<file path="src/rtl/cal_rtc_pkg.sv">
package cal_rtc_pkg;
  localparam int DATA_W = 32;
  // word indices (byte offset / 4); the offsets are part of the software contract
  localparam int IDX_TIME  = 0;
  localparam int IDX_DATE  = 1;
  localparam int IDX_ALM   = 2;
  localparam int IDX_CTL   = 4;
  localparam int IDX_ALMST = 5;

  typedef struct packed {
    logic [4:0] cent;
    logic [6:0] yr;
    logic [3:0] mon;
    logic [4:0] day;
    logic [4:0] hr;
    logic [5:0] min;
    logic [5:0] sec;
  } cal_time_t;

  function automatic logic [DATA_W-1:0] pack_time(cal_time_t t);
    return {3'b0, t.day, 3'b0, t.hr, 2'b0, t.min, 2'b0, t.sec};
  endfunction

  function automatic logic [DATA_W-1:0] pack_date(cal_time_t t);
    return {11'b0, t.cent, 1'b0, t.yr, 4'b0, t.mon};
  endfunction
endpackage

</file>
<file path="src/rtl/cal_rtc_digit.sv">
module cal_rtc_digit #(
  parameter int W     = 6,
  parameter int FIRST = 0
) (
  input  logic         clk,
  input  logic         rst_n,
  input  logic         step_i,
  input  logic [W-1:0] last_i,
  input  logic         load_i,
  input  logic [W-1:0] load_val_i,
  output logic [W-1:0] val_o,
  output logic         carry_o
);
  localparam logic [W-1:0] FIRST_V = W'(FIRST);
  logic wrap;

  assign wrap    = (val_o >= last_i);
  assign carry_o = step_i && wrap;

  always_ff @(posedge clk) begin
    if (!rst_n)       val_o <= '0;
    else if (load_i)  val_o <= load_val_i;
    else if (step_i)  val_o <= wrap ? FIRST_V : val_o + 1'b1;
  end


  wrap_to_first_chk: assert property (@(posedge clk) disable iff (!rst_n)
    (step_i && !load_i && (val_o >= last_i)) |=> (val_o == FIRST_V));


  step_moves_chk: assert property (@(posedge clk) disable iff (!rst_n)
    (step_i && !load_i && (val_o < last_i)) |=> (val_o == $past(val_o) + 1'b1));
endmodule

</file>
<file path="src/rtl/cal_rtc_mlen.sv">
module cal_rtc_mlen (
  input  logic [3:0] mon_i,
  input  logic [6:0] yr_i,
  input  logic [4:0] cent_i,
  output logic [4:0] last_day_o
);
  logic leap;

  // with yr below 100: years not ending in 00 follow yr mod 4, the 00 years follow the century mod 4
  assign leap = (yr_i != 7'd0) ? (yr_i[1:0] == 2'b00) : (cent_i[1:0] == 2'b00);

  always_comb begin
    case (mon_i)
      4'd2:                    last_day_o = leap ? 5'd29 : 5'd28;
      4'd4, 4'd6, 4'd9, 4'd11: last_day_o = 5'd30;
      default:                 last_day_o = 5'd31;
    endcase
  end
endmodule

</file>
<file path="src/rtl/cal_rtc_core.sv">
module cal_rtc_core
  import cal_rtc_pkg::*;
(
  input  logic              clk,
  input  logic              rst_n,
  input  logic              step_i,
  input  logic              ld_time_i,
  input  logic              ld_date_i,
  input  logic [DATA_W-1:0] wdata_i,
  output cal_time_t         time_o
);
  logic c_sec, c_min, c_hr, c_day, c_mon, c_yr, c_cent;
  logic [4:0] last_day;

  cal_rtc_digit #(.W(6), .FIRST(0)) u_sec (
    .clk, .rst_n, .step_i(step_i), .last_i(6'd59),
    .load_i(ld_time_i), .load_val_i(wdata_i[5:0]),
    .val_o(time_o.sec), .carry_o(c_sec));

  cal_rtc_digit #(.W(6), .FIRST(0)) u_min (
    .clk, .rst_n, .step_i(c_sec), .last_i(6'd59),
    .load_i(ld_time_i), .load_val_i(wdata_i[13:8]),
    .val_o(time_o.min), .carry_o(c_min));

  cal_rtc_digit #(.W(5), .FIRST(0)) u_hr (
    .clk, .rst_n, .step_i(c_min), .last_i(5'd23),
    .load_i(ld_time_i), .load_val_i(wdata_i[20:16]),
    .val_o(time_o.hr), .carry_o(c_hr));

  cal_rtc_mlen u_mlen (
    .mon_i(time_o.mon), .yr_i(time_o.yr), .cent_i(time_o.cent),
    .last_day_o(last_day));

  cal_rtc_digit #(.W(5), .FIRST(1)) u_day (
    .clk, .rst_n, .step_i(c_hr), .last_i(last_day),
    .load_i(ld_time_i), .load_val_i(wdata_i[28:24]),
    .val_o(time_o.day), .carry_o(c_day));

  cal_rtc_digit #(.W(4), .FIRST(1)) u_mon (
    .clk, .rst_n, .step_i(c_day), .last_i(4'd12),
    .load_i(ld_date_i), .load_val_i(wdata_i[3:0]),
    .val_o(time_o.mon), .carry_o(c_mon));

  cal_rtc_digit #(.W(7), .FIRST(0)) u_yr (
    .clk, .rst_n, .step_i(c_mon), .last_i(7'd99),
    .load_i(ld_date_i), .load_val_i(wdata_i[14:8]),
    .val_o(time_o.yr), .carry_o(c_yr));

  cal_rtc_digit #(.W(5), .FIRST(0)) u_cent (
    .clk, .rst_n, .step_i(c_yr), .last_i(5'd31),
    .load_i(ld_date_i), .load_val_i(wdata_i[20:16]),
    .val_o(time_o.cent), .carry_o(c_cent));


  frozen_when_idle_chk: assert property (@(posedge clk) disable iff (!rst_n)
    (!step_i && !ld_time_i && !ld_date_i) |=> $stable(time_o));


  century_carry_chk: assert property (@(posedge clk) disable iff (!rst_n)
    (c_yr && !ld_date_i) |=> (time_o.yr == 7'd0));
endmodule

</file>
<file path="src/rtl/cal_rtc_regs.sv">
module cal_rtc_regs
  import cal_rtc_pkg::*;
#(
  parameter int ADDR_W = 5
) (
  input  logic              clk,
  input  logic              rst_n,
  input  logic              tick_i,
  input  logic [ADDR_W-1:0] bus_addr,
  input  logic              bus_wr,
  input  logic [DATA_W-1:0] bus_wdata,
  input  logic              bus_rd,
  output logic [DATA_W-1:0] bus_rdata,
  input  cal_time_t         time_i,
  output logic              step_o,
  output logic              ld_time_o,
  output logic              ld_date_o
);
  localparam int IDX_W = ADDR_W - 2;
  localparam logic [IDX_W-1:0] I_TIME = IDX_W'(IDX_TIME);
  localparam logic [IDX_W-1:0] I_DATE = IDX_W'(IDX_DATE);
  localparam logic [IDX_W-1:0] I_ALM  = IDX_W'(IDX_ALM);
  localparam logic [IDX_W-1:0] I_CTL  = IDX_W'(IDX_CTL);
  localparam logic [IDX_W-1:0] I_ALMS = IDX_W'(IDX_ALMST);

  logic [IDX_W-1:0]  idx;
  logic              run_q, unlock_q;
  logic [DATA_W-1:0] rd_val;

  assign idx       = bus_addr[ADDR_W-1:2];
  assign ld_time_o = bus_wr && (idx == I_TIME) && unlock_q;
  assign ld_date_o = bus_wr && (idx == I_DATE) && unlock_q;
  assign step_o    = tick_i && run_q && !(ld_time_o || ld_date_o);

  always_ff @(posedge clk) begin
    if (!rst_n) begin
      run_q    <= 1'b0;
      unlock_q <= 1'b0;
    end else if (bus_wr && (idx == I_CTL)) begin
      run_q    <= bus_wdata[0];
      unlock_q <= bus_wdata[1];
    end
  end

  always_comb begin
    case (idx)
      I_TIME:  rd_val = pack_time(time_i);
      I_DATE:  rd_val = pack_date(time_i);
      I_CTL:   rd_val = {{(DATA_W-2){1'b0}}, unlock_q, run_q};
      default: rd_val = '0;
    endcase
  end

  always_ff @(posedge clk) begin
    if (!rst_n)      bus_rdata <= '0;
    else if (bus_rd) bus_rdata <= rd_val;
  end


  alarm_reads_zero_chk: assert property (@(posedge clk) disable iff (!rst_n)
    (bus_rd && ((idx == I_ALM) || (idx == I_ALMS))) |=> (bus_rdata == '0));


  locked_write_dropped_chk: assert property (@(posedge clk) disable iff (!rst_n)
    (bus_wr && (idx == I_TIME) && !unlock_q && !(tick_i && run_q))
      |=> $stable(pack_time(time_i)));


  rdata_hold_chk: assert property (@(posedge clk) disable iff (!rst_n)
    !bus_rd |=> $stable(bus_rdata));
endmodule

</file>
<file path="src/rtl/cal_rtc.sv">
module cal_rtc
  import cal_rtc_pkg::*;
#(
  parameter int ADDR_W = 5
) (
  input  logic              clk,
  input  logic              rst_n,
  input  logic              tick_i,
  input  logic [ADDR_W-1:0] bus_addr,
  input  logic              bus_wr,
  input  logic [31:0]       bus_wdata,
  input  logic              bus_rd,
  output logic [31:0]       bus_rdata
);
  cal_time_t now;
  logic      step, ld_time, ld_date;

  cal_rtc_regs #(.ADDR_W(ADDR_W)) u_regs (
    .clk, .rst_n, .tick_i,
    .bus_addr, .bus_wr, .bus_wdata, .bus_rd, .bus_rdata,
    .time_i(now), .step_o(step), .ld_time_o(ld_time), .ld_date_o(ld_date));

  cal_rtc_core u_core (
    .clk, .rst_n, .step_i(step), .ld_time_i(ld_time), .ld_date_i(ld_date),
    .wdata_i(bus_wdata), .time_o(now));


  write_beats_tick_chk: assert property (@(posedge clk) disable iff (!rst_n)
    (ld_time && tick_i) |=> (pack_time(now) == ($past(bus_wdata) & 32'h1F1F3F3F)));
endmodule

</file>
<file path="config.mk">
export PLATFORM = sky130hd
export DESIGN_NAME = cal_rtc
export DESIGN_NICKNAME = d
export VERILOG_FILES = /design/src/rtl/cal_rtc_pkg.sv /design/src/rtl/cal_rtc_digit.sv /design/src/rtl/cal_rtc_mlen.sv /design/src/rtl/cal_rtc_core.sv /design/src/rtl/cal_rtc_regs.sv /design/src/rtl/cal_rtc.sv
export SDC_FILE = /design/constraint.sdc
export NUM_CORES = 1
export LEC_CHECK = 0
export CORE_UTILIZATION = 52
export DETAILED_ROUTE_END_ITERATION = 10
export HOLD_SLACK_MARGIN = 0.05
export MAX_ROUTING_LAYER = met4
export PLACE_DENSITY_LB_ADDON = 0.05
export SETUP_SLACK_MARGIN = 0.02
export SYNTH_ARGS = -nofsm -noshare
export SYNTH_HDL_FRONTEND = slang
export SYNTH_SLANG_ARGS = --single-unit
</file>
<file path="constraint.sdc">
create_clock -name clk -period 3.5 [get_ports clk]
set_input_delay 0.35 -clock clk [delete_from_list [all_inputs] [get_ports clk]]
set_output_delay 0.35 -clock clk [all_outputs]
set_load 0.05 [all_outputs]
</file>
==> results.py <==
metrics = {
    "status": {
        "outcome": "completed",
    },
    "worst_setup_path": {
        "startpoint_type": "register",
        "crit_path_max_incr_delay_ns": 0.43,
        "crit_slowest_cell": "o41ai_1",
        "worst_ep_arrival_time_ns": 3.41,
        "crit_path_frequent_cell": "a21oi_1",
        "required_ns": 3.77,
        "worstSetupPathType": "register to register",
        "critical_path.max_fanout": 10,
        "crit_chain": "or3_1 > o41ai_1 > a21oi_1 > ha_1 > nand2b_1 > a21oi_1 > nor4bb_1 > buf_4 > a21oi_1 > mux2i_1",
        "cp-end-kind": "register",
    },
    "detailed_routing": {
        "wire_per_inst_um": 17.0,
        "drt_iter0_drc": 232,
        "routed_wl_mm": 10.2,
        "viasPerCell": 6.08,
        "ant_nets": 0,
        "drc": 0,
        "dr.pass1.iters": 5,
        "vias": 3662,
    },
    "finish": {
        "drive_gt1_share_pct": 6.32,
        "area_growth_pct": 20.5,
        "fin_nets": 560,
        "final_cell_count_no_fill": 602,
        "n_antenna_cell": 0,
        "fillers": 605,
        "finish.utilization_pct": 65.4,
    },
    "run": {
        "maxCapViolations": 0,
    },
    "floorplan": {
        "core_area_um2": 6830,
        "io_pins": 74,
        "fp.dieW_um": 86.5,
        "fp.dieH_um": 86.5,
        "core.rowCount": 30,
        "initial_utilization_pct": 54.3,
        "dieArea_um2": 7470,
    },
    "cts": {
        "cts_tree": "done",
        "clockBufferDepth": 2,
        "holdBufCountCts": 0,
        "postCtsResizedCells": 0,
        "clkLatencyLatePin_ns": 0.34,
        "cts_root_buf": "clkbuf_8",
        "cts_buffers": 9,
        "clk_pin_slew_ns": 0.07,
        "htreeDepth": 3,
        "post_cts_buffers": 0,
        "clock-sinks": 63,
    },
    "placement": {
        "gp_congestion": 0.914,
        "pre_cts_ws_ns": 0.394,
        "place_inst": 588,
        "portBuffers": 53,
        "dp_hpwl_mm": 7.18,
    },
    "synthesis": {
        "yosys.area.top_type": "dfxtp_1",
        "yosysWarnings": 0,
        "synth_top_area_share_pct": 34.0,
        "synth_cell_types": 65,
        "ys_ff_latch": 63,
        "synthesis.area_um2": 3710,
        "synth_flop_cell": "dfxtp_1",
        "ys_seq_area_share_pct": 34.0,
        "ys_top_cells_by_area": "dfxtp_1 34%, ha_1 5.1%, a21oi_1 4.6%",
        "avgSynthCellArea_um2": 8.08,
        "synth_edf_count": 0,
        "synthCells": 459,
        "async_reset_ff_share_pct": 0,
    },
    "timing": {
        "rsz0062_at_grt": "false",
        "period_share_pct": 89.6,
        "worst_pin_slew_ns": 1.05,
        "maxSlewViolCount": 0,
        "setup_tns_ns": 0,
        "clock_skew_ns": 0.00744,
        "finalCriticalPeriod_ns": 3.14,
        "timing.fmax_mhz": 319,
        "setup_viol": 0,
        "slew_headroom_pct": 30.1,
        "hold_violations": 0,
        "worst_slack_ns": 0.364,
    },
    "grt": {
        "grt_pass1_vias": 3480,
        "globalRouteOverflowTotal": 0,
        "grt_start_max_net_pins": 40,
        "grt_usage_pct": 29.4,
        "grt_pass1_wl_mm": 16.6,
        "antenna_found_initial": 0,
    },
    "pwr": {
        "leakage_nw": 1.53,
        "p_per_area_nw_per_um2": 326,
        "ir_drop_v": 0.000189,
    },
    "hold_path": {
        "hold_path_class": "register to register",
    },
}
==> state kept, by name (all words and copies together) (netlist names), 4 cells and up <==
| signal | count |
|---|---|
| u_core.u_sec.val_o | 6 |
| u_core.u_hr.val_o | 5 |
| u_regs.bus_rdata | 23 |
| u_core.u_cent.val_o | 5 |
| u_core.u_day.val_o | 5 |
| u_core.u_yr.val_o | 7 |
| u_core.u_mon.val_o | 4 |
| u_core.u_min.val_o | 6 |
==> worst paths after layout <==
| check | startpoint | to | slack, ns | cells after the start |
|---|---|---|---|---|
| min reg2reg | u_regs.bus_rdata[26] | u_regs.bus_rdata[26] | 0.47 | 2 |
| max reg2reg | u_core.u_yr.val_o[2] | u_core.u_yr.val_o[1] | 0.36 | 10 |
| max | u_core.u_yr.val_o[2] | u_core.u_yr.val_o[1] | 0.36 | 10 |
| min | u_regs.bus_rdata[26] | u_regs.bus_rdata[26] | 0.47 | 2 |
==> cell usage in the layout (no fill, tap or decap), types with 3 or more instances in the layout <==
cell type and count:
dfxtp_1 63, clkdlybuf4s50_1 53, a21oi_1 34, o21ai_0 30, nor2_1 30, nand2_1 25
nand3_1 24, inv_1 19, a22oi_1 17, and2_1 17, ha_1 15, nor3_1 13
buf_4 11, a211oi_1 10, clkbuf_8 10, nand2b_1 9, conb_1 9, mux2i_1 8
a31oi_1 8, and3_1 7, o2bb2ai_1 7, o31ai_1 6, o22ai_1 6, o211ai_1 4
a221oi_1 4, xor2_1 4, or3_1 3, nor4_1 3, xnor2_1 3, a2bb2oi_1 3
o21ai_1 3, nor4b_1 3, nand4_1 3
==> through the flow <==
step	area, um2	hold WS [ns]	total power [mW]
floorplan	3740	0.463	0.801
global placement	4280	0.456	0.848
detailed placement	4280	0.454	0.848
CTS	4470	0.470	1.46
global route	4470	0.492	1.50
finish	4470	0.466	1.46
==> synth_stat cells (4+ instances only) <==
cell type  number
o21ai_0        30
a211oi_1       10
a22oi_1        17
inv_1          19
buf_4          10
nand3_1        24
nor2_1         30
xor2_1          4
o22ai_1         6
o211ai_1        4
dfxtp_1        63
nor3_1         14
a21oi_1        34
ha_1           15
nand2b_1        9
a31oi_1         8
mux2i_1         8
nand2_1        25
and2_1         17
and3_1          7
a221oi_1        4
o31ai_1         6
o2bb2ai_1       7
clkbuf_1       26
==> final cells by class <==
class | count | area, um2 | area share (%)
flip-flops and latches | 63 | 1260 | 28.2
multi-input cells | 346 | 2220 | 49.6
well taps | 96 | 120 | 2.69
clock buffers | 10 | 138 | 3.08
repair buffers | 64 | 613 | 13.7
clock inverters | 4 | 47.5 | 1.06
inverters | 19 | 71.3 | 1.60
==> critical path, delay by kind of cell, from the launching register on <==
| kind | cells | cell delay (ns) |
|---|---|---|
| adder cells (fa/ha/maj) | 1 | 0.28 |
| buffers and inverters | 1 | 0.19 |
| AND/OR/NAND/NOR | 3 | 0.68 |
| flip-flops | 1 | 0.37 |
| multiplexers | 1 | 0.24 |
| AO/OA/AOI/OAI | 4 | 1.29 |
==> where the power goes <==
| part | switching (mW) | internal, mW |
|---|---|---|
| combinational | 0.0696 | 0.0435 |
| clock | 0.285 | 0.338 |
| sequential | 0.00193 | 0.718 |
| total | 0.357 | 1.10 |
==> routing by layer <==
metal	up-vias	share of wire, %	GRT usage (%)
li1	1773	-	-
met1	1722	46	38.4
met2	142	46	44.9
met3	25	5.8	4.10
met4	0	2.1	13.5
met5	-	0	-
==> kinds of logic after synthesis <==
family                     Yosys count  synth area share, %
buffers and inverters               58                 7.12
other                                1                0.101
adders and majority gates           15                 5.06
xor gates and xnor gates             7                 1.65
DFF                                 63                 34.0
muxes                                8                 2.16
AOI/OAI and AO/OA                  151                 27.0
and+or+nand+nor                    156                 22.9
Power figures use the tool's default switching activity.
